`src/rtl/scr_pkg.sv`:
```
package scr_pkg;

  localparam int unsigned OPW  = 7;
  localparam int unsigned EXTW = 8;
  localparam int unsigned IDXW = 5;

  localparam logic [OPW-1:0] OP_PUSH = 7'd14;
  localparam logic [OPW-1:0] OP_POP  = 7'd15;
  localparam logic [OPW-2:0] OP_FLOW = 6'd6;   // opcodes 12 and 13

  typedef enum logic [2:0] {
    ACT_NONE,
    ACT_PUSH,
    ACT_POP,
    ACT_RET,
    ACT_JMP,
    ACT_CALL
  } act_e;

  typedef enum logic [1:0] {
    ST_IDLE,
    ST_EXEC,
    ST_RWAIT
  } state_e;

endpackage

```
`src/rtl/scr_decode.sv`:
```
module scr_decode
  import scr_pkg::*;
#(
  parameter int unsigned W  = 32,
  parameter int unsigned AW = 16
) (
  input  logic [OPW-1:0]  op,
  input  logic [EXTW-1:0] ext,
  input  logic [W-1:0]    reg_val,
  input  logic [W-1:0]    imm_val,
  input  logic [AW-1:0]   pc_val,
  output act_e            act,
  output logic [W-1:0]    store_val,
  output logic [AW-1:0]   target
);

  logic use_imm_data;
  logic use_imm_tgt;
  logic [AW-1:0] ret_addr;

  assign use_imm_data = ext[0];
  assign use_imm_tgt  = ext[2];

  always_comb begin
    act = ACT_NONE;
    if (op == OP_PUSH) begin
      act = ACT_PUSH;
    end else if (op == OP_POP) begin
      act = ACT_POP;
    end else if (op[OPW-1:1] == OP_FLOW) begin
      if (!ext[0])      act = ACT_RET;
      else if (!ext[1]) act = ACT_JMP;
      else              act = ACT_CALL;
    end
  end

  // return point: skip the immediate word when the target came from it
  assign ret_addr = use_imm_tgt ? pc_val + AW'(1) : pc_val;
  assign target   = use_imm_tgt ? imm_val[AW-1:0] : reg_val[AW-1:0];

  always_comb begin
    store_val = '0;
    if (act == ACT_CALL) store_val = W'(ret_addr);
    else                 store_val = use_imm_data ? imm_val : reg_val;
  end

endmodule

```
`src/rtl/scr_sp.sv`:
```
module scr_sp #(
  parameter int unsigned AW     = 16,
  parameter int unsigned CW     = 5,
  parameter logic [AW-1:0] SP_TOP = '1
) (
  input  logic          clk,
  input  logic          rst_n,
  input  logic          dec,
  input  logic          up,
  input  logic [CW:0]   up_amt,
  output logic [AW-1:0] sp,
  output logic [AW-1:0] sp_up_val
);

  assign sp_up_val = sp + AW'(up_amt);

  always_ff @(posedge clk or negedge rst_n) begin
    if (!rst_n)   sp <= SP_TOP;
    else if (dec) sp <= sp - AW'(1);
    else if (up)  sp <= sp_up_val;
  end

endmodule

```
`src/rtl/scr_seq.sv`:
```
module scr_seq
  import scr_pkg::*;
#(
  parameter int unsigned W  = 32,
  parameter int unsigned AW = 16,
  parameter int unsigned CW = IDXW
) (
  input  logic            clk,
  input  logic            rst_n,
  input  logic            cmd_valid,
  output logic            cmd_ready,
  input  act_e            dec_act,
  input  logic [W-1:0]    dec_store,
  input  logic [AW-1:0]   dec_target,
  input  logic [CW-1:0]   cmd_f1,
  input  logic [AW-1:0]   sp,
  input  logic [AW-1:0]   sp_up_val,
  output logic            sp_dec,
  output logic            sp_up,
  output logic [CW:0]     up_amt,
  output logic [AW-1:0]   mem_addr,
  output logic            mem_we,
  output logic            mem_re,
  output logic [W-1:0]    mem_wdata,
  input  logic [W-1:0]    mem_rdata,
  output logic            pc_we,
  output logic [AW-1:0]   pc_new,
  output logic            rf_we,
  output logic [CW-1:0]   rf_idx,
  output logic [W-1:0]    rf_wdata,
  output logic            done
);

  state_e        st_q, st_d;
  act_e          act_q;
  logic [W-1:0]  store_q;
  logic [AW-1:0] tgt_q;
  logic [CW-1:0] f1_q;
  logic          take;

  assign cmd_ready = (st_q == ST_IDLE);
  assign take      = cmd_valid && cmd_ready;

  always_ff @(posedge clk or negedge rst_n) begin
    if (!rst_n) begin
      st_q    <= ST_IDLE;
      act_q   <= ACT_NONE;
      store_q <= '0;
      tgt_q   <= '0;
      f1_q    <= '0;
    end else begin
      st_q <= st_d;
      if (take) begin
        act_q   <= dec_act;
        store_q <= dec_store;
        tgt_q   <= dec_target;
        f1_q    <= cmd_f1;
      end
    end
  end

  // POP moves up by one; RET moves up by the discard count plus one
  assign up_amt = (act_q == ACT_RET) ? ({1'b0, f1_q} + (CW+1)'(1)) : (CW+1)'(1);

  always_comb begin
    st_d      = st_q;
    sp_dec    = 1'b0;
    sp_up     = 1'b0;
    mem_addr  = sp;
    mem_we    = 1'b0;
    mem_re    = 1'b0;
    mem_wdata = store_q;
    pc_we     = 1'b0;
    pc_new    = tgt_q;
    rf_we     = 1'b0;
    rf_idx    = f1_q;
    rf_wdata  = mem_rdata;
    done      = 1'b0;
    unique case (st_q)
      ST_IDLE: begin
        if (take) st_d = ST_EXEC;
      end
      ST_EXEC: begin
        unique case (act_q)
          ACT_PUSH, ACT_CALL: begin
            mem_we = 1'b1;
            sp_dec = 1'b1;
            pc_we  = (act_q == ACT_CALL);
            done   = 1'b1;
            st_d   = ST_IDLE;
          end
          ACT_POP, ACT_RET: begin
            mem_addr = sp_up_val;
            mem_re   = 1'b1;
            sp_up    = 1'b1;
            st_d     = ST_RWAIT;
          end
          ACT_JMP: begin
            pc_we = 1'b1;
            done  = 1'b1;
            st_d  = ST_IDLE;
          end
          default: begin
            done = 1'b1;
            st_d = ST_IDLE;
          end
        endcase
      end
      ST_RWAIT: begin
        if (act_q == ACT_RET) begin
          pc_we  = 1'b1;
          pc_new = mem_rdata[AW-1:0];
        end else begin
          rf_we = 1'b1;
        end
        done = 1'b1;
        st_d = ST_IDLE;
      end
      default: st_d = ST_IDLE;
    endcase
  end

endmodule

```
`src/rtl/scr_unit.sv`:
```
module scr_unit
  import scr_pkg::*;
#(
  parameter int unsigned   W      = 32,
  parameter int unsigned   AW     = 16,
  parameter logic [AW-1:0] SP_TOP = 16'hFFF0
) (
  input  logic            clk,
  input  logic            rst_n,
  input  logic            cmd_valid,
  output logic            cmd_ready,
  input  logic [6:0]      cmd_op,
  input  logic [7:0]      cmd_ext,
  input  logic [4:0]      cmd_f1,
  input  logic [W-1:0]    cmd_reg,
  input  logic [W-1:0]    cmd_imm,
  input  logic [AW-1:0]   cmd_pc,
  output logic [AW-1:0]   mem_addr,
  output logic            mem_we,
  output logic            mem_re,
  output logic [W-1:0]    mem_wdata,
  input  logic [W-1:0]    mem_rdata,
  output logic [AW-1:0]   sp_o,
  output logic            pc_we,
  output logic [AW-1:0]   pc_new,
  output logic            rf_we,
  output logic [4:0]      rf_idx,
  output logic [W-1:0]    rf_wdata,
  output logic            done
);

  localparam int unsigned CW = IDXW;

  act_e          dec_act;
  logic [W-1:0]  dec_store;
  logic [AW-1:0] dec_target;
  logic          sp_dec, sp_up;
  logic [CW:0]   up_amt;
  logic [AW-1:0] sp_up_val;

  scr_decode #(.W(W), .AW(AW)) u_dec (
    .op        (cmd_op),
    .ext       (cmd_ext),
    .reg_val   (cmd_reg),
    .imm_val   (cmd_imm),
    .pc_val    (cmd_pc),
    .act       (dec_act),
    .store_val (dec_store),
    .target    (dec_target)
  );

  scr_sp #(.AW(AW), .CW(CW), .SP_TOP(SP_TOP)) u_sp (
    .clk       (clk),
    .rst_n     (rst_n),
    .dec       (sp_dec),
    .up        (sp_up),
    .up_amt    (up_amt),
    .sp        (sp_o),
    .sp_up_val (sp_up_val)
  );

  scr_seq #(.W(W), .AW(AW), .CW(CW)) u_seq (
    .clk        (clk),
    .rst_n      (rst_n),
    .cmd_valid  (cmd_valid),
    .cmd_ready  (cmd_ready),
    .dec_act    (dec_act),
    .dec_store  (dec_store),
    .dec_target (dec_target),
    .cmd_f1     (cmd_f1),
    .sp         (sp_o),
    .sp_up_val  (sp_up_val),
    .sp_dec     (sp_dec),
    .sp_up      (sp_up),
    .up_amt     (up_amt),
    .mem_addr   (mem_addr),
    .mem_we     (mem_we),
    .mem_re     (mem_re),
    .mem_wdata  (mem_wdata),
    .mem_rdata  (mem_rdata),
    .pc_we      (pc_we),
    .pc_new     (pc_new),
    .rf_we      (rf_we),
    .rf_idx     (rf_idx),
    .rf_wdata   (rf_wdata),
    .done       (done)
  );

endmodule

```
`config.mk`:
```
export PLATFORM = sky130hd
export DESIGN_NAME = scr_unit
export DESIGN_NICKNAME = d
export VERILOG_FILES = /design/src/rtl/scr_pkg.sv /design/src/rtl/scr_decode.sv /design/src/rtl/scr_sp.sv /design/src/rtl/scr_seq.sv /design/src/rtl/scr_unit.sv
export SDC_FILE = /design/constraint.sdc
export NUM_CORES = 1
export LEC_CHECK = 0
export BUFFER_PORTS_ARGS = -buffer_cell sky130_fd_sc_hd__buf_4
export CAP_MARGIN = 25
export CORE_UTILIZATION = 50
export DETAILED_ROUTE_END_ITERATION = 10
export PLACE_DENSITY = 0.87
export REMOVE_ABC_BUFFERS = 1
export SETUP_SLACK_MARGIN = 0.15
export SLEW_MARGIN = 20
export SYNTH_ARGS = -nofsm -noshare
export SYNTH_HDL_FRONTEND = slang
export SYNTH_SLANG_ARGS = --single-unit
```
`constraint.sdc`:
```
create_clock -name clk -period 5 [get_ports clk]
set_input_delay 0.25 -clock clk [delete_from_list [all_inputs] [get_ports clk]]
set_output_delay 0.25 -clock clk [all_outputs]
set_load 0.02 [all_outputs]
```
After elaboration in Yosys (flattened, before gate mapping)
Index checks and enable logic that the tools add are counted.
W data, S select, Z words.

storage, ports and cells
  flip-flop bits (word level) = 74
  logic and storage cells = 57
  bits of input ports = 135
  output and inout port bits = 123

cells by class
  $add $sub $neg = 4
  mux-type cells = 30
  eq/ne operators = 12
  reduce and logical (&&, ||, !) cells = 5

operators with widths
  cell                     count
  $mux W16                 8
  $mux W32                 2
  $add A16 B1 Y16 const B  1
  $add A16 B6 Y16          1
  $sub A16 B1 Y16 const B  1
  $eq A7 B4 Y1 const B     2
  $mux W3                  4
  $eq A3 B3 Y1 const B     3
  $mux W1                  9
  $add A5 B1 Y6 const B    1
  $eq A3 B2 Y1 const B     2
  $eq A6 B3 Y1 const B     1
  $mux W6                  1
  $pmux W1 S2              3
  $mux W2                  2
  $pmux W2 S2              1
  $reduce_or A2 Y1         2
  $eq A3 B1 Y1 const B     1
  $eq A2 B1 Y1 const B     1
  $eq A2 B2 Y1 const B     1
  $logic_not A2 Y1         1
  $ne A2 B2 Y1 const B     1
  $reduce_bool A2 Y1       1
  $logic_and A1 B1 Y1      1

Logic depth before layout (Yosys ltp)
Gate-level depths: netlist of the first run.

  depth in word-level cells = 7
  depth in mapped cells = 10
  depth with buffers taken out = 10

Modules after synthesis
Synthesis of the first run repeated with hierarchy kept, for this count alone.

unflattened totals
  cells, all modules = 522
  area, all modules = 5601.6 um^2

modules (own cells, without submodules)
  module      sequential area each (um^2)  area each (um^2)  cells an instance  instances
  scr_seq     1451.4                       3051.7            225                1
  scr_sp      415.4                        1335.0            152                1
  scr_decode  0.0                          1214.9            145                1

Worst setup path before layout of the first run
Ideal clock, no wire load.

  path type = flip-flop to output port
  from = register u_seq.f1_q[0], in the netlist u_seq.rf_idx[0]
  to = output port mem_addr[8]
  required time = 4.750 ns
  data arrival time = 2.511 ns
  cell stages (with the launch flop) = 11
  slack = 2.239 ns
  buffers on the path = 0
  path through = dfrtp_1 ha_1 nand3_1 xor2_1 nor2_1 ha_1 o21ai_0 o21ai_0 nand2_1 nor2_1 xor2_1

between the ends
  longest elaborated chain between the ends = 5

RTL lines
  element                 line            RTL
  start, declared         scr_seq.sv:38   logic [CW-1:0] f1_q;
  start signal, assigned  scr_seq.sv:57   f1_q <= cmd_f1;
  $add A5 B1 Y6           scr_seq.sv:63   assign up_amt = (act_q == ACT_RET) ? ({1'b0, f1_q} + (CW+1)'(1)) : (CW+1)'(1);
  $mux W6                 scr_seq.sv:63
  $add A16 B6 Y16         scr_sp.sv:15    assign sp_up_val = sp + AW'(up_amt);
  $mux W16                scr_seq.sv:84   unique case (act_q)
  $mux W16                scr_seq.sv:79   unique case (st_q)
  end, declared           scr_unit.sv:18  output logic [AW-1:0] mem_addr,

Every way passes these cells.

Worst setup path after layout of the first run
Ends and elaborated chain as after synthesis.

==> summary.txt, run 1 <==
STA
  • Final worst-path cycle share: 67.78%
  • Worst clock skew: 0.01239 ns
  • Setup ws final: approximately 1.6 ns
  • Final hold violation count: 0
  • Max-slew headroom: 44.06%
  • Unrepaired setup endpoints after global routing: false
  • Fmax: 0.2951 GHz
  • Setup tns final: 0 ns
  • Hold_ws: 0.1329 ns
  • Fin. max-slew vios: 0
  • Min Tclk post-route: 3.389 ns
  • Worst-Margin Slew: approximately 0.84 ns
  • Final setup fails: 0

Power and ir drop
  • Seq pwr share: 32.9%
  • Pwr Total: 3.481 mW
  • Switch share: 41.38%
  • Sw Pwr: 1.440 mW
  • Internal Power: 2.040 mW
  • Clock share of power: 16.8%
  • Pwr Density: 517.5 mW/mm²
  • Comb power frac: 50.3%
  • Peak supply drop: 265.6 µV
  • LEAKAGE: 3.330 nW

Clock network
  • Num CTS Buffers: 9
  • CTS HTree Levels: 3
  • Worst-Skew Late Latency: ~0.34 ns
  • CTS Buffer Depth: 2
  • Post-CTS sizing: 0
  • Hold-fix buffers at CTS: 0
  • Post-CTS setup buffer count: 0
  • CTS tree: done
  • Root Buffer: clkbuf_8
  • Clk sinks: 74
  • Clock-pin slew on the worst setup and hold paths: ~0.080 ns

Synth
  • Synth Instances: ~540
  • Mapped Area: roughly 0.005 mm²
  • Post-synth EDFFs: 0
  • Synth cell types: 53
  • Post-Syn Area per Cell: 9.185 µm²
  • Synth top area share: 31.46%
  • Async S/R FF share, synth: 100.0%
  • Top post-synthesis cells by area: dfrtp_1 (31%), mux2i_1 (9.7%), o21ai_0 (6.5%), dfstp_2 (6.4%), nand2_1 (6.2%)
  • Main flop type after synthesis: dfrtp_1
  • Synth Register Bits: 74
  • Yosys top cell by area: dfrtp_1
  • Synth warn: 0
  • Post-synthesis sequential area ratio: approximately 38%

Setup path
  • Slowest CP cell: o21ai_0
  • CP max FO: 6
  • Worst Path Arrival: approximately 3.1 ns
  • Crit path launch type: flop
  • Critical path's top delay family: compound AO/OA/AOI/OAI gates
  • CP peak stage delay: ~0.56 ns
  • Stages on the worst setup path: 11
  • CP endpoint kind: output pin
  • Cells along the critical path: ha_1 -> nand3_1 -> xor2_1 -> nor2_1 -> ha_1 -> o21ai_0 -> o21ai_0 -> nand2_1 -> nor2_1 -> xor2_1 -> buf_4
  • Setup CP Type: flop to output pin
  • R2R depth: 10
  • R2r setup slk: 2.12 ns
  • RR Endpoint: u_sp.sp[8]$_DFFE_PN1P_
  • Worst path bufs/invs: 1
  • Critical path launch point: u_seq.rf_idx[0]$_DFFE_PN0P_
  • Worst EP required: 4.75 ns
  • FF-to-FF Start: u_seq.rf_idx[0]$_DFFE_PN0P_

Run status
  • Status: finished clean

Detailed routing
  • 1st-iter DRT viols: 144
  • DRC: 0
  • Wire per inst: between 15 and 20 µm
  • Final ANT Viol Nets: 0
  • Pre-antenna DRT Iters: 5
  • Routed wire length: 14.20 mm
  • Drt via density: 5.432
  • Vias: 4,612

Min path
  • Class of the worst hold path: input pin to flop
  • Hold-critical path depth: 2
  • Hold endpoint: u_seq.rf_idx[3]$_DFFE_PN0P_
  • Hold Startpoint: cmd_f1[3]

Cells and area
  • Layout Nets: around 860
  • Fillcell total: 713
  • Design area: between 0.006 and 0.007 mm²
  • Core Util, Final: 71.43%
  • Share of layout cells above drive strength 1: ~40%
  • Fin cells: about 850
  • Area of the multi-input gates: 0.002686 mm²
  • Syn-to-layout area delta: 36.35%
  • Diode count: 0
  • FF/Latch Area: about 0.0019 mm²

GRT
  • Tot GR Track Use: 28.14%
  • Global-route wire length before repair: 22.30 mm
  • Vias in the first global route: 4,611
  • Initial antenna violation count: 0
  • Largest net degree at the start of global routing: 75
  • Grt ovf: 0

Placed design
  • Inst Count DP: 830
  • DP Area: approximately 0.0064 mm²
  • DP HPWL: 10.90 mm
  • Buffers on Ports: 220
  • Place WS: 1.993 ns
  • Final Wtd Congestion: 0.8911

Die
  • Starting Density: 52.39%
  • Num rows: 35
  • Die height: 101.3 µm
  • Die Span X: 101.3 µm
  • Die area: 0.01027 mm²
  • Core footprint: around 0.0094 mm²
  • Num ports: around 260

Run
  • MaxCap Viol Count: 0
-- metal layers --
metal  share of wire (%)  vias up  global-route usage [%]  wire [µm]
li1                    -     2203                       -          -
met1                  37     2181                   31.29       5286
met2                  51      206                   48.40       7192
met3                  10       20                   12.01       1448
met4                 1.4        2                   8.250        192
met5                0.54        -                   5.769         76
-- state kept, by name, summed over array words and instances (netlist names) --
| signal | count |
|---|---|
| u_sp.sp | 16 |
| u_seq.rf_idx | 5 |
| u_seq.tgt_q | 16 |
| u_seq.act_q | 3 |
| u_seq.st_q | 2 |
| u_seq.mem_wdata | 32 |
-- final cells by class --
type | instances | share of cell area (%)
timing repair buffer | 225 | 25.64
sequential | 74 | 27.76
inverter | 9 | 0.5023
clock buffer | 12 | 2.307
multi-input combinational | 396 | 39.94
tap | 129 | 2.400
clock inverter | 4 | 1.451
-- kinds of logic (layout without fill, tap and decap cells) --
kind of cell,Yosys count,after routing,share of synthesized area (%)
AO/OA/AOI/OAI,97,97,11.29
XOR/XNOR,43,43,7.636
adder cells (fa/ha/maj),13,13,3.450
buffers and inverters,67,250,7.737
flip-flops,74,74,37.85
multiplexers,74,74,15.68
AND/OR/NAND/NOR,169,169,16.36
-- Yosys cell counts, types with 12 or more instances --
library cell,count
ha_1,12
mux2i_1,48
o21ai_0,64
nand2_1,82
nand3_1,16
xor2_1,21
buf_4,32
clkbuf_1,21
dfrtp_1,62
dfstp_2,12
nor2_1,23
mux2_2,26
xnor2_1,22
-- power by group through the flow --
stage	clock [mW]	combinational [mW]	sequential, mW
final	0.586	1.75	1.14
after global routing	0.621	1.89	1.18
after CTS	0.592	1.75	1.14
after detailed placement	0	1.74	1.15
after global placement	0	1.69	1.13
after floorplan	0	0.738	1.34
-- cell usage in the layout, fill, tap and decap left out, types with 4 or more instances in the layout --
| cell type | instances |
|---|---|
| nand3_1 | 16 |
| nor3_1 | 8 |
| o21ai_0 | 64 |
| mux2_2 | 26 |
| dfrtp_1 | 62 |
| mux2i_1 | 48 |
| nor2b_1 | 4 |
| a22oi_1 | 6 |
| nand4_1 | 9 |
| xor2_1 | 21 |
| a21oi_1 | 9 |
| buf_4 | 222 |
| ha_1 | 12 |
| nor2_1 | 23 |
| inv_1 | 7 |
| nand2_1 | 81 |
| clkbuf_8 | 11 |
| dfstp_2 | 12 |
| xnor2_1 | 22 |
-- how the worst max path moves through the flow --
stage | slack (ns) | to
global placement | 2.05 | mem_addr[8]
finish | 1.61 | mem_addr[8]
floorplan | 2.24 | u_seq.mem_wdata[11]$_DFFE_PN0P_
detailed placement | 1.99 | mem_addr[8]
CTS | 1.60 | mem_addr[8]
global route | 1.36 | mem_addr[8]
Power figures use the tool's default switching activity.
==> run 2, diff against run 1 <==
--- a/config.mk
+++ b/config.mk
@@ -5,11 +5,12 @@
 export SDC_FILE = /design/constraint.sdc
 export NUM_CORES = 1
 export LEC_CHECK = 0
+export ABC_AREA = 1
 export BUFFER_PORTS_ARGS = -buffer_cell sky130_fd_sc_hd__buf_4
 export CAP_MARGIN = 25
-export CORE_UTILIZATION = 50
+export CORE_UTILIZATION = 43
 export DETAILED_ROUTE_END_ITERATION = 10
-export PLACE_DENSITY = 0.87
+export PLACE_DENSITY = 0.78
 export REMOVE_ABC_BUFFERS = 1
 export SETUP_SLACK_MARGIN = 0.15
 export SLEW_MARGIN = 20
==> constraint.sdc (replaced) <==
create_clock -name clk -period 2.7 [get_ports clk]
set_input_delay 0.135 -clock clk [delete_from_list [all_inputs] [get_ports clk]]
set_output_delay 0.135 -clock clk [all_outputs]
set_load 0.02 [all_outputs]
==> run 2 against run 1 <==
Utilization decreased by 7.5 points. Register-to-register slack worse by 1.9 ns. Setup slack got worse by 1.7 ns. Critical path type unchanged. Largest cell class unchanged. Via count grew 31%. Largest power group unchanged. First-iteration DRC count rose to 3.3 times the previous value. The run now ends with setup timing left. Clock skew shrank 0.0078 ns. Cell count up 35%.
==> summary.txt, run 2 <==
GRT
  • Largest net degree at the start of global routing: 75 (unchanged)
  • Tot GR Track Use: 27.85% (was 28.14%)
  • Global-route wire length before repair: 27.85 mm (was 22.30 mm)
  • Vias in the first global route: 5,760 (was 4,611)
  • Initial antenna violation count: 0 (unchanged)
  • Grt ovf: 0 (unchanged)

Synth
  • Synth Register Bits: 74 (unchanged)
  • Main flop type after synthesis: dfrtp_1 (unchanged)
  • Synth warn: 0 (unchanged)
  • Yosys top cell by area: dfrtp_1 (unchanged)
  • Most common cell in the netlist: nand2_1 (unchanged)
  • Top post-synthesis cells by area: dfrtp_1 (29%), nand2_1 (14%), o21ai_0 (8.1%), nor2_1 (6.2%), dfstp_2 (5.9%) (was dfrtp_1 (31%), mux2i_1 (9.7%), o21ai_0 (6.5%), dfstp_2 (6.4%), nand2_1 (6.2%))
  • Synth Instances: 778 (was 537)
  • Mapped Area: 0.005369 mm² (was 0.004932 mm²)
  • Post-Syn Area per Cell: 6.901 µm² (was 9.185 µm²)
  • Post-synth EDFFs: 0 (unchanged)
  • Most frequent cells after synthesis: nand2_1 (200), nor2_1 (88), o21ai_0 (87) (was nand2_1 (82), o21ai_0 (64), dfrtp_1 (62))
  • Synth top area share: 28.90% (was 31.46%)
  • Synth cell types: 41 (was 53)
  • Post-synthesis sequential area ratio: 34.77% (was 37.85%)
  • Async S/R FF share, synth: 100.0% (unchanged)

Clock network
  • CTS tree: done (unchanged)
  • Clock-pin slew on the worst setup and hold paths: 0.05 ns (was 0.08 ns)
  • Worst-Skew Late Latency: 0.35 ns (was 0.34 ns)
  • Clk sinks: 74 (unchanged)
  • CTS Buffer Depth: 2 (unchanged)
  • Root Buffer: clkbuf_16 (was clkbuf_8)
  • CTS HTree Levels: 3 (unchanged)
  • Num CTS Buffers: 9 (unchanged)

STA
  • Fmax: 0.3641 GHz
  • Hold_ws: 0.02497 ns (was 0.1329 ns)
  • Unrepaired setup endpoints after global routing: true (was false)
  • Max-slew headroom: 66.99% (was 44.06%)
  • Final hold violation count: 0 (unchanged)
  • Final setup fails: 4 (was 0)
  • Final worst-path cycle share: 101.7%
  • Worst-Margin Slew: 0.4940 ns (was 0.8371 ns)
  • Min Tclk post-route: about 2.7 ns
  • Worst clock skew: 0.004623 ns (was 0.01239 ns)
  • Fin. max-slew vios: 0 (unchanged)
  • Setup tns final: -0.05224 ns (was 0 ns)
  • Setup ws final: -0.04625 ns (was 1.611 ns)

Cells and area
  • Core Util, Final: 63.93% (was 71.43%)
  • Largest register FFs: 32 (unchanged)
  • Syn-to-layout area delta: 44.21% (was 36.35%)
  • Diode count: 0 (unchanged)
  • Design area: 0.007742 mm² (was 0.006725 mm²)
  • Share of layout cells above drive strength 1: 36.15% (was 39.86%)
  • Most frequent cells in the layout: buf_4 (241), nand2_1 (188), nor2_1 (83), o21ai_0 (75), inv_1 (65) (was buf_4 (222), nand2_1 (81), o21ai_0 (64), dfrtp_1 (62), mux2i_1 (48))
  • Commonest non-fill, non-tap cell in the layout: buf_4 (unchanged)
  • Layout Nets: 1,126 (was 863)

Power and ir drop
  • Pwr Total: 7.463 mW (was 3.481 mW)
  • Peak supply drop: 598.1 µV (was 265.6 µV)
  • LEAKAGE: 3.934 nW (was 3.330 nW)
  • Pwr Density: 964.0 mW/mm² (was 517.5 mW/mm²)

Die
  • Die area: 0.01294 mm² (was 0.01027 mm²)
  • Starting Density: 44.33% (was 52.39%)
  • Core footprint: 0.01211 mm² (was 0.009415 mm²)
  • Die Span X: 113.7 µm (was 101.3 µm)
  • Die height: 113.7 µm (was 101.3 µm)
  • Num rows: 40 (was 35)
  • Num ports: 258 (unchanged)

Detailed routing
  • DRC: 0 (unchanged)
  • Wire per inst: 15.71 µm (was 16.72 µm)
  • Routed wire length: 18.07 mm (was 14.20 mm)
  • 1st-iter DRT viols: 478 (was 144)
  • Final ANT Viol Nets: 0 (unchanged)
  • Drt via density: 5.263 (was 5.432)
  • Pre-antenna DRT Iters: 6 (was 5)
  • Vias: 6,053 (was 4,612)

Run status
  • Failing checks: setup timing
  • Status: finished, violations left (was finished clean)

Setup path
  • RR Endpoint: u_sp.sp[3]$_DFFE_PN0P_ (was u_sp.sp[8]$_DFFE_PN1P_)
  • Worst path bufs/invs: 4 (was 1)
  • R2r setup slk: 0.20 ns (was 2.12 ns)
  • Worst Path Arrival: 2.61 ns (was 3.14 ns)
  • CP peak stage delay: 0.41 ns (was 0.56 ns)
  • Cells along the critical path: nor2_4 -> inv_2 -> nor2_4 -> o21ai_1 -> nor2_2 -> ha_4 -> a21oi_4 -> nand2_2 -> buf_4 -> buf_6 -> xor2_1 -> o21a_1 -> buf_6 (was ha_1 -> nand3_1 -> xor2_1 -> nor2_1 -> ha_1 -> o21ai_0 -> o21ai_0 -> nand2_1 -> nor2_1 -> xor2_1 -> buf_4)
  • Crit path launch type: flop (unchanged)
  • Critical path endpoint: mem_addr[3] (was mem_addr[8])
  • CP endpoint kind: output pin (unchanged)
  • Worst EP required: 2.57 ns (was 4.75 ns)
  • Stages on the worst setup path: 13 (was 11)
  • Setup CP Type: flop to output pin (unchanged)
  • Slowest CP cell: dfrtp_1 (was o21ai_0)
  • CP max FO: 5 (was 6)
  • R2R depth: 15 (was 10)
  • Critical path's top delay family: simple AND/OR/NAND/NOR gates (was compound AO/OA/AOI/OAI gates)
  • Critical path launch point: u_seq.act_q[2]$_DFFE_PN0P_ (was u_seq.rf_idx[0]$_DFFE_PN0P_)
  • FF-to-FF Start: u_seq.act_q[2]$_DFFE_PN0P_ (was u_seq.rf_idx[0]$_DFFE_PN0P_)

Placed design
  • DP Area: 0.006928 mm² (was 0.006415 mm²)
  • Final Wtd Congestion: 0.9065 (was 0.8911)
  • Buffers on Ports: 220 (unchanged)
  • DP HPWL: 12.25 mm (was 10.90 mm)

Min path
  • Class of the worst hold path: input pin to flop (unchanged)

Run
  • MaxCap Viol Count: 0 (unchanged)
[run 2: what timing repair did]
item,4_1_cts,5_1_grt
endpoints found under the hold margin,19,0
setup buffers,16,4
hold buffers,5,0
gates resized for setup,49,35
endpoints found under the setup margin,13,16
pin swaps,24,20
[run 2: through the flow]
stage	worst slack (ns)	std cells
after floorplan	-0.3630	710
after global placement	0.1367	1109
after detailed placement	0.05371	1109
after CTS	0.001861	1145
after global routing	-0.1682	1150
final	-0.04625	1150
[run 2: worst reg2reg max path, cell delays in order (launching register included)]
cell     delay [ns]
dfrtp_1        0.41
nor2_4         0.13
inv_2          0.06
nor2_4         0.14
o21ai_1        0.11
nor2_2         0.16
ha_4           0.25
a21oi_4        0.18
nand2_2        0.09
buf_4          0.14
buf_6          0.10
xor2_1         0.13
o21a_1         0.22
buf_4          0.14
nand2_1        0.06
nand2_1        0.05
[run 2: cell type report]
class                   instances  area [µm²]
clock inverters                 2       35.03
fillers                      1060        4369
repair buffers                257        2001
inverters                      74       284.0
flip-flops and latches         74        1867
clock buffers                  13       270.3
well taps                     168       210.2
multi-input cells             562        3075
[run 2: how the worst min path moves through the flow]
stage	startpoint	to	slack [ns]	cells after the start
6_report	cmd_f1[3]	u_seq.rf_idx[3]$_DFFE_PN0P_	0.02	3
5_1_grt	cmd_f1[3]	u_seq.rf_idx[3]$_DFFE_PN0P_	0.02	3
4_1_cts	cmd_f1[3]	u_seq.rf_idx[3]$_DFFE_PN0P_	0.01	3
3_5_place_dp	mem_rdata[31]	rf_wdata[31]	0.27	0
3_3_place_gp	mem_rdata[31]	rf_wdata[31]	0.27	0
2_1_floorplan	rst_n	u_seq.act_q[0]$_DFFE_PN0P_	-0.16	0
[run 2: report_power, final]
part           leakage (nW)  internal, mW  switching (mW)
Clock                 0.152         0.785           0.482
Sequential            0.885          1.67           0.403
Combinational          2.90          1.72            2.40
Total                  3.93          4.18            3.29
[run 2: cell families after synthesis]
family                     Yosys count  share of synthesized area (%)
and+or+nand+nor                    360                          27.36
xor gates and xnor gates            15                          2.447
DFF                                 74                          34.77
AOI/OAI and AO/OA                  168                          18.43
muxes                                6                          1.142
buffers and inverters              142                          12.68
adders and majority gates           13                          3.169
[run 2: metal layers]
layer	vias to the layer above	track usage, %	wire length [µm]
li1	2904	-	-
met1	2786	31.67	7056
met2	318	47.28	8708
met3	43	9.139	1725
met4	2	12.37	512
met5	-	3.529	62
==> run 3, diff against run 2 <==
--- a/config.mk
+++ b/config.mk
@@ -6,7 +6,8 @@
 export NUM_CORES = 1
 export LEC_CHECK = 0
 export ABC_AREA = 1
-export BUFFER_PORTS_ARGS = -buffer_cell sky130_fd_sc_hd__buf_4
+export ABC_CLOCK_PERIOD_IN_PS = 2700
+export BUFFER_PORTS_ARGS = -buffer_cell sky130_fd_sc_hd__buf_2
 export CAP_MARGIN = 25
 export CORE_UTILIZATION = 43
 export DETAILED_ROUTE_END_ITERATION = 10
==> run 3 against run 2 <==
The flow still finishes with violations (setup timing). Setup slack got worse by 0.018 ns. Clock skew is essentially flat. Hold slack got worse by 0.019 ns. Register-to-register slack improved by 0.20 ns. Critical path depth is 1 higher. Clock-buffer cell count rose by 1. Utilization down 4.8 points. Total power fell by 6.3%. Non-clock buffer count decreased by 6. Critical path type unchanged.
==> summary.txt, run 3 (synthesis gave the netlist of run 2 again) <==
Die
  • Die height: 113.7 µm (unchanged)
  • Die Span X: 113.7 µm (unchanged)
  • Num ports: 258 (unchanged)
  • Core footprint: 0.01211 mm² (unchanged)
  • Num rows: 40 (unchanged)
  • Die area: 0.01294 mm² (unchanged)
  • Starting Density: 44.33% (unchanged)

Power and ir drop
  • Peak supply drop: 534.5 µV (was 598.1 µV)
  • Pwr Total: 6.990 mW (was 7.463 mW)
  • LEAKAGE: 3.751 nW (was 3.934 nW)
  • Pwr Density: 975.3 mW/mm² (was 964.0 mW/mm²)

GRT
  • Largest net degree at the start of global routing: 75 (unchanged)
  • Vias in the first global route: 5,590 (was 5,760)
  • Initial antenna violation count: 1 (was 0)
  • Global-route wire length before repair: 26.74 mm (was 27.85 mm)
  • Tot GR Track Use: 26.61% (was 27.85%)
  • Grt ovf: 0 (unchanged)

Detailed routing
  • Final ANT Viol Nets: 0 (unchanged)
  • Vias: 5,920 (was 6,053)
  • Drt via density: 5.170 (was 5.263)
  • 1st-iter DRT viols: 359 (was 478)
  • DRC: 0 (unchanged)
  • Wire per inst: 15.02 µm (was 15.71 µm)
  • Routed wire length: 17.19 mm (was 18.07 mm)
  • Pre-antenna DRT Iters: 5 (was 6)

Clock network
  • Worst-Skew Late Latency: 0.35 ns (about the same)
  • Root Buffer: clkbuf_16 (unchanged)
  • Clk sinks: 74 (unchanged)
  • CTS Buffer Depth: 2 (unchanged)
  • Clock-pin slew on the worst setup and hold paths: 0.06 ns (was 0.05 ns)
  • CTS tree: done (unchanged)
  • Num CTS Buffers: 9 (unchanged)
  • CTS HTree Levels: 3 (unchanged)

STA
  • Fmax: 0.3618 GHz (was 0.3641 GHz)
  • Setup tns final: -0.1573 ns (was -0.05224 ns)
  • Setup ws final: -0.06389 ns (was -0.04625 ns)
  • Unrepaired setup endpoints after global routing: true (unchanged)
  • Final setup fails: 4 (unchanged)
  • Max-slew headroom: 63.84% (was 66.99%)
  • Min Tclk post-route: 2.764 ns (was 2.746 ns)
  • Worst-Margin Slew: 0.5424 ns (was 0.4940 ns)
  • Final worst-path cycle share: 102.4% (was 101.7%)
  • Fin. max-slew vios: 0 (unchanged)
  • Final hold violation count: 0 (unchanged)
  • Worst clock skew: 0.004717 ns (was 0.004623 ns)

Cells and area
  • Share of layout cells above drive strength 1: 35.41% (was 36.15%)
  • Layout Nets: 1,120 (was 1,126)
  • Most frequent cells in the layout: buf_2 (206), nand2_1 (185), nor2_1 (83), o21ai_0 (75), inv_1 (67) (was buf_4 (241), nand2_1 (188), nor2_1 (83), o21ai_0 (75), inv_1 (65))
  • Largest register FFs: 32 (unchanged)
  • Diode count: 0 (unchanged)
  • Commonest non-fill, non-tap cell in the layout: buf_2 (was buf_4)
  • Syn-to-layout area delta: 33.49% (was 44.21%)

Placed design
  • Final Wtd Congestion: 0.9004 (was 0.9065)
  • DP HPWL: 12.05 mm (was 12.25 mm)
  • Buffers on Ports: 220 (unchanged)

Setup path
  • Worst Path Arrival: 2.63 ns (was 2.61 ns)
  • Crit path launch type: flop (unchanged)
  • CP max FO: 4 (was 5)
  • Worst EP required: 2.57 ns (about the same)
  • CP endpoint kind: output pin (unchanged)
  • Setup CP Type: flop to output pin (unchanged)

Min path
  • Class of the worst hold path: input pin to flop (unchanged)

Run status
  • Failing checks: setup timing (unchanged)
  • Status: finished, violations left (unchanged)

Run
  • MaxCap Viol Count: 0 (unchanged)
run 3: cell types whose count changed in the layout (fill, tap and decap cells not counted), moves of 2 or more:
| cell | before | now |
|---|---|---|
| buf_2 | 0 | 206 |
| inv_1 | 65 | 67 |
| clkbuf_1 | 1 | 3 |
| a21oi_2 | 4 | 2 |
| o21ai_1 | 8 | 12 |
| o21ai_2 | 6 | 1 |
| nand2_2 | 10 | 14 |
| nand3_1 | 39 | 36 |
| nand2_1 | 188 | 185 |
| nand3_2 | 7 | 9 |
| buf_4 | 241 | 32 |
| a21oi_1 | 41 | 44 |
| buf_6 | 9 | 7 |
run 3: layout make-up:
class	instances	area, µm²
Fill cell	1141	4945
Timing Repair Buffer	251	1438
Clock buffer	14	264.0
Inverter	74	280.3
Clock inverter	2	35.03
Tap cell	168	210.2
Multi-Input combinational cell	562	3072
Sequential cell	74	1868
run 3: power by group:
part | internal [mW] | switching [mW] | total, mW
Clock | 0.766 | 0.474 | 1.24
Sequential | 1.67 | 0.391 | 2.06
Combinational | 1.34 | 2.35 | 3.69
Total | 3.78 | 3.21 | 6.99
run 3: path summary, 6_finish.rpt:
path	start	cells past startpoint	to	slack (ns)
max in group asynchronous	rst_n	3	u_seq.tgt_q[12]$_DFFE_PN0P_	1.88
min in group asynchronous	rst_n	2	u_sp.sp[0]$_DFFE_PN0P_	0.25
max	u_seq.rf_idx[1]$_DFFE_PN0P_	14	mem_addr[7]	-0.06
max reg2reg	u_seq.rf_idx[1]$_DFFE_PN0P_	14	u_sp.sp[7]$_DFFE_PN1P_	0.40
min	cmd_f1[4]	3	u_seq.rf_idx[4]$_DFFE_PN0P_	0.005
min reg2reg	u_seq.mem_wdata[9]$_DFFE_PN0P_	2	u_seq.mem_wdata[9]$_DFFE_PN0P_	0.48
run 3: metal layers:
layer	vias to the layer above	wire length [µm]	global-route usage (%)
li1	2887	-	-
met3	37	1390	8.289
met4	4	386	11.49
met1	2740	6845	29.76
met5	-	73	3.529
met2	252	8498	46.22
run 3: per-stage QoR:
stage / utilization, % / setup slack (ns) / instances / hold WS [ns] / area [µm²]
detailed placement: 52.61 / 0.01114 / 1108 / 0.2702 / 6372
global route: 59.17 / -0.1641 / 1145 / 0.02088 / 7167
global placement: 52.61 / 0.1316 / 1108 / 0.2702 / 6372
floorplan: - / -0.3630 / 710 / -0.1606 / 4969
CTS: 57.11 / 0.04271 / 1139 / 0.0003955 / 6917
finish: 59.17 / -0.06389 / 1145 / 0.005488 / 7167
run 3: repair_timing:
action,in CTS,in global routing
setup buffers,11,5
hold endpoints to repair,25,0
resized for setup,42,50
hold buffers,4,0
setup endpoints to repair,14,14
pin swaps,12,19
run 3: worst max-delay path, stage by stage (launching register included):
cell and delay (ns):
dfrtp_1 0.38, ha_2 0.20, nand2_2 0.05, inv_2 0.07, nand2_2 0.06, o21ai_1 0.15
a21oi_1 0.08, ha_1 0.37, a21oi_2 0.22, o21a_1 0.16, nand2_2 0.12, nand2_2 0.12
nand3_4 0.08, o21ai_4 0.09, buf_6 0.14
